===== config.mk =====
export PLATFORM = sky130hd
export DESIGN_NAME = host_dual_buffer
export DESIGN_NICKNAME = d
export VERILOG_FILES = /design/src/rtl/host_dual_buffer.sv
export SDC_FILE = /design/constraint.sdc
export NUM_CORES = 1
export LEC_CHECK = 0
export CAP_MARGIN = 15
export CORE_ASPECT_RATIO = 1.4
export CORE_MARGIN = 4
export CORE_UTILIZATION = 53
export DETAILED_ROUTE_END_ITERATION = 6
export PLACE_DENSITY = 0.89
export SETUP_SLACK_MARGIN = 0.5
export SKIP_CTS_REPAIR_TIMING = 1
export SYNTH_ARGS = -nofsm -noshare
export SYNTH_HDL_FRONTEND = slang
export SYNTH_SLANG_ARGS = --single-unit

===== constraint.sdc =====
create_clock -name clk -period 3.15 [get_ports clk]
set_input_delay 0.315 -clock clk [delete_from_list [all_inputs] [get_ports clk]]
set_output_delay 0.315 -clock clk [all_outputs]
set_load 0.03 [all_outputs]

===== src/rtl/host_dual_buffer.sv =====
module host_dual_buffer #(
  parameter int W = 8
) (
  input  logic         clk,
  input  logic         rst_n,
  input  logic         en,
  input  logic         dual_mode,
  input  logic         sep_strobes,
  input  logic         h_cs_n,
  input  logic         h_s1,
  input  logic         h_rw,
  input  logic         h_stb_n,
  input  logic         h_rd_n,
  input  logic         h_wr_n,
  input  logic [W-1:0] h_din,
  output logic [W-1:0] h_dout,
  input  logic         l_sel,
  input  logic         l_re,
  input  logic         l_we,
  input  logic [W-1:0] l_wdata,
  output logic [W-1:0] l_rdata,
  output logic [1:0]   ibf,
  output logic [1:0]   obf,
  output logic         irq_ibf,
  output logic         irq_obe
);

  logic         wr_req, rd_req, h_ch;
  logic [2:0]   wsync, rsync;
  logic         wr_commit, rd_commit;
  logic [W-1:0] hold_d;
  logic         wr_ch, rd_ch;
  logic [W-1:0] ib [2];
  logic [W-1:0] ob [2];
  logic [1:0]   ibf_q, obf_q;

  assign h_ch   = dual_mode & h_s1;
  assign wr_req = en & ~h_cs_n & (sep_strobes ? ~h_wr_n : (~h_stb_n & ~h_rw));
  assign rd_req = en & ~h_cs_n & (sep_strobes ? ~h_rd_n : (~h_stb_n &  h_rw));

  always_ff @(posedge clk or negedge rst_n) begin
    if (!rst_n) begin
      wsync <= '0;
      rsync <= '0;
    end else begin
      wsync <= {wsync[1:0], wr_req};
      rsync <= {rsync[1:0], rd_req};
    end
  end

  assign wr_commit = en & wsync[2] & ~wsync[1];
  assign rd_commit = en & rsync[2] & ~rsync[1];

  always_ff @(posedge clk or negedge rst_n) begin
    if (!rst_n) begin
      hold_d <= '0;
      wr_ch  <= 1'b0;
      rd_ch  <= 1'b0;
    end else begin
      if (wsync[1]) begin
        hold_d <= h_din;
        wr_ch  <= h_ch;
      end
      if (rsync[1]) rd_ch <= h_ch;
    end
  end

  always_ff @(posedge clk or negedge rst_n) begin
    if (!rst_n) begin
      for (int c = 0; c < 2; c++) begin
        ib[c] <= '0;
        ob[c] <= '0;
      end
      ibf <= '0;
      obf <= '0;
    end else begin
      for (int c = 0; c < 2; c++) begin
        if (wr_commit && wr_ch == c[0]) begin
          ib[c]  <= hold_d;
          ibf[c] <= 1'b1;
        end else if (l_re && l_sel == c[0]) begin
          ibf[c] <= 1'b0;
        end
        if (l_we && l_sel == c[0]) begin
          ob[c]  <= l_wdata;
          obf[c] <= 1'b1;
        end else if (rd_commit && rd_ch == c[0]) begin
          obf[c] <= 1'b0;
        end
      end
    end
  end

  always_ff @(posedge clk or negedge rst_n) begin
    if (!rst_n) begin
      ibf_q <= '0;
      obf_q <= '0;
    end else begin
      ibf_q <= ibf;
      obf_q <= obf;
    end
  end

  assign irq_ibf = |(ibf & ~ibf_q);
  assign irq_obe = |(obf_q & ~obf);
  assign l_rdata = ib[l_sel];
  assign h_dout  = ob[h_ch];

  a_r8_ibf_one_cycle: assert property (@(posedge clk) disable iff (!rst_n)
    irq_ibf |=> !irq_ibf);
  a_r9_obe_one_cycle: assert property (@(posedge clk) disable iff (!rst_n)
    irq_obe |=> !irq_obe);
  a_r8_ibf_after_write: assert property (@(posedge clk) disable iff (!rst_n)
    irq_ibf |-> $past(wr_commit));
  a_r9_obe_after_read: assert property (@(posedge clk) disable iff (!rst_n)
    irq_obe |-> $past(rd_commit));
  a_r4_write_sets_full: assert property (@(posedge clk) disable iff (!rst_n)
    wr_commit |=> ibf[$past(wr_ch)]);
  a_r5_read_clears_full: assert property (@(posedge clk) disable iff (!rst_n)
    (rd_commit && !(l_we && l_sel == rd_ch)) |=> !obf[$past(rd_ch)]);
  a_r7_local_read_clears: assert property (@(posedge clk) disable iff (!rst_n)
    (l_re && !(wr_commit && wr_ch == l_sel)) |=> !ibf[$past(l_sel)]);
  a_r7_local_write_sets: assert property (@(posedge clk) disable iff (!rst_n)
    l_we |=> obf[$past(l_sel)]);

endmodule


==> flow_summary.toml <==
[sta]
min_period_ns = 2.38
final.setup.tns_ns = 0
worstMarginPinSlew_ns = 0.604
layout_worst_path_cycle_share = 0.757
slew_viol_final = 0
fmax_mhz = 419
setup_violations_final = 0
clock_skew_ns = 0.00911
timing.final.ws_setup_ns = 0.765
unrepaired_setup_endpoints_after_global_routing = "false"
timing_hold_violations_final = 0
max-slew-margin-rel = 0.598

[drt]
routed.top_layer = "met4"
routedLengthMet1_um = 1560
met2WireLength_um = 2420
met3_wirelength_um = 258
final_antenna_net_count = 0
drc_errors = 0
wire_per_inst_um = 17.0
detail_route.iter0.violations = 20
dr_total_vias = 1372
iteration_count_of_the_initial_detailed_routing_pass = 2
drt-vias-per-instance = 5.44
drt-total-wl_um = 4300

[floorplan]
die-area_um2 = 5450
placeableCoreArea_um2 = 4200
boundaryPins = 52
die_height_um = 85.8
start_util = 0.545
dieWidth_um = 63.6
placementRows = 28

[clock_network]
cts_tree = "yes"
worstSkewPairLatency_ns = 0.31
tritoncts_buffers = 5
cts_max_path_buffers = 2
clk_pin_slew_worst_paths_ns = 0.09
htree_levels = 2
cts.root.buffer_cell = "sky130_fd_sc_hd__clkbuf_8"
cts.sink_count = 56

[setup_path]
sort_of_element_at_the_start_of_the_critical_path = "input port"
cpLargestDelayFamily = "buffers and inverters"
critPathMaxStageDelay_ns = 0.76
crit_path_max_fanout = 9
crit_path_frequent_cell = "sky130_fd_sc_hd__clkdlybuf4s50_1"
crit_chain = "clkdlybuf4s50_1 > mux2_2 > clkdlybuf4s50_1"
r2r_cells = 2
critical_path_class = "input port to output pin"
critical_path.reg2reg.startpoint = "wsync[1]"
worstPathRequired_ns = 2.83
slowest_stage = "sky130_fd_sc_hd__clkdlybuf4s50_1"
cp-end-kind = "output pin"
arrival_ns = 2.07
r2r_path_end = "ib[9]"
r2r_slack_ns = 1.39
worst-path-buf-inv = 2

[place]
placement.cell_area_um2 = 2840
place_hpwl_um = 3230
pre_cts_ws_ns = 0.745
routabilityCongestion = 0.682
io_buffer_count = 51

[synthesis]
synth_nets = 178
post_synthesis_sequential_element_count = 56
synth-xor-area-share = 0
yosys.cell_types.count = 23
multiplexer_share_of_the_synthesized_area = 0.288
syn_area_um2 = 2290
syn_inst = 148
simple_gate_share_of_the_synthesized_area = 0.0513
yosysWarnings = 0
synth_top_family_by_area = "multiplexers"
share_of_synthesized_cell_area_in_full_adder_half_adder_and_majority_cells = 0
post_synth.cell_area_avg_um2 = 15.5
ys_seq_area_frac = 0.612
complex_gate_fraction_of_the_synthesized_area = 0.0273

[outcome]
status = "completed"

[pwr]
power.ir.vdd_worst_v = 0.000355
internal-power_w = 0.00133
sequential_cell_fraction_of_total_power = 0.498
total_switching_power_w = 0.000557
clock_power_share = 0.205
power_per_cell_area_nw_per_um2 = 637
p_comb_frac = 0.296
power.share.switching = 0.295
static_leakage_power_nw = 1.31

[hold_path]
holdPathEnd = "wsync[1]"
min_delay_path_class = "flop to flop"
hold_path_startpoint = "wsync[0]"
timing.hold.worst_path_depth = 0

[global_routing]
grt_overflow = 0
grt_antenna_before_repair = 0
grt_pass1_wl_um = 7200
vias_in_the_first_global_route = 1563
grt_max_degree = 57
global_route_usage_sum = 0.172

[finish]
antenna_cells = 0
area.growth.synth_to_final_pct = 29.4
drive_gt1_frac = 0.343
final_nets = 236
design_area_um2 = 2960

[run]
maxCapViolations = 0
-- worst register-to-register path, stage by stage (launching register included) --
cell	delay, ns
sky130_fd_sc_hd__dfrtp_1	0.56
sky130_fd_sc_hd__and4bb_1	0.74
sky130_fd_sc_hd__mux2_4	0.36
-- cell type report --
cell class | count | area [µm²]
clock buffers | 5 | 68.8
clock inverters | 3 | 23.8
fillers | 290 | 1240
inverters | 6 | 22.5
multi-input cells | 82 | 841
flip-flops and latches | 56 | 1400
well taps | 45 | 56.3
repair buffers | 55 | 551
-- through the flow --
step | utilization | power [W] | hold slack, ns | cells
after CTS | 0.698 | 0.00191 | 0.277 | 250
after floorplan | - | 0.00129 | 0.0194 | 148
after global routing | 0.705 | 0.00199 | 0.369 | 252
after global placement | 0.676 | 0.00149 | 0.335 | 242
final | 0.705 | 0.00189 | 0.359 | 252
after detailed placement | 0.676 | 0.00152 | 0.340 | 242
-- sequential cells by signal (all words and copies together), names as in the netlist --
register and count:
hold_d 8, wsync 3, rd_ch 1, ob 16, ib 16, obf 2
wr_ch 1, ibf 2, ibf_q 2, obf_q 2, rsync 3
-- Yosys cell counts --
master / instances / area share
sky130_fd_sc_hd__and2_1: 1 / 0.0027
sky130_fd_sc_hd__mux2_2: 48 / 0.24
sky130_fd_sc_hd__a21o_2: 1 / 0.0038
sky130_fd_sc_hd__buf_6: 1 / 0.0049
sky130_fd_sc_hd__nor2b_1: 1 / 0.0027
sky130_fd_sc_hd__dfrtp_1: 56 / 0.61
sky130_fd_sc_hd__or3_1: 1 / 0.0027
sky130_fd_sc_hd__o22ai_1: 2 / 0.0055
sky130_fd_sc_hd__nand2b_1: 4 / 0.011
sky130_fd_sc_hd__inv_1: 6 / 0.0098
sky130_fd_sc_hd__mux2_4: 8 / 0.052
sky130_fd_sc_hd__or3b_2: 1 / 0.0038
sky130_fd_sc_hd__nand4b_2: 1 / 0.0066
sky130_fd_sc_hd__a21o_1: 1 / 0.0033
sky130_fd_sc_hd__o21ai_0: 3 / 0.0066
sky130_fd_sc_hd__a22o_1: 1 / 0.0038
sky130_fd_sc_hd__a21oi_1: 2 / 0.0044
sky130_fd_sc_hd__nand2_1: 2 / 0.0033
sky130_fd_sc_hd__nand4bb_1: 1 / 0.0049
sky130_fd_sc_hd__nand3_1: 2 / 0.0044
sky130_fd_sc_hd__and4bb_1: 1 / 0.0055
sky130_fd_sc_hd__nand4b_1: 1 / 0.0038
sky130_fd_sc_hd__buf_2: 3 / 0.0066
-- power by group through the flow --
stage | clock, W | sequential (W) | combinational (W)
after floorplan | 0 | 0.000933 | 0.000354
after global placement | 0 | 0.000942 | 0.000546
after detailed placement | 0 | 0.000959 | 0.000561
after CTS | 0.000400 | 0.000944 | 0.000564
after global routing | 0.000435 | 0.000958 | 0.000597
final | 0.000388 | 0.000941 | 0.000559
-- worst max-delay path by stage --
stage	startpoint	end	slack, ns	depth (start not counted)
after floorplan	ibf[0]	irq_ibf	1.73	2
after global placement	l_sel	l_rdata[2]	0.77	3
after detailed placement	l_sel	l_rdata[2]	0.75	3
after CTS	l_sel	l_rdata[2]	0.74	3
after global routing	dual_mode	h_dout[2]	0.69	4
final	l_sel	l_rdata[2]	0.77	3
-- cell usage in the layout (no fill, tap or decap), drive strengths merged, types with 2 or more instances in the layout --
cell type       n
a21o            2
a21oi           2
buf             4
clkbuf          5
clkdlybuf4s50  50
clkinvlp        2
dfrtp          56
inv             6
mux2           56
nand2           2
nand2b          4
nand3           2
nand4b          2
o21ai           3
o22ai           2
-- metal layers --
metal,vias up,track usage
met5,-,0
met4,0,0.0530
met3,7,0.0616
met2,40,0.320
met1,685,0.179
li1,640,-
-- logic make-up (layout without fill, tap and decap cells) --
kind of cell,Yosys count,after routing
AOI/OAI and AO/OA,10,10
buffers and inverters,10,69
DFF,56,56
muxes,56,56
and+or+nand+nor,16,16
(Power assumes the default switching activity.)
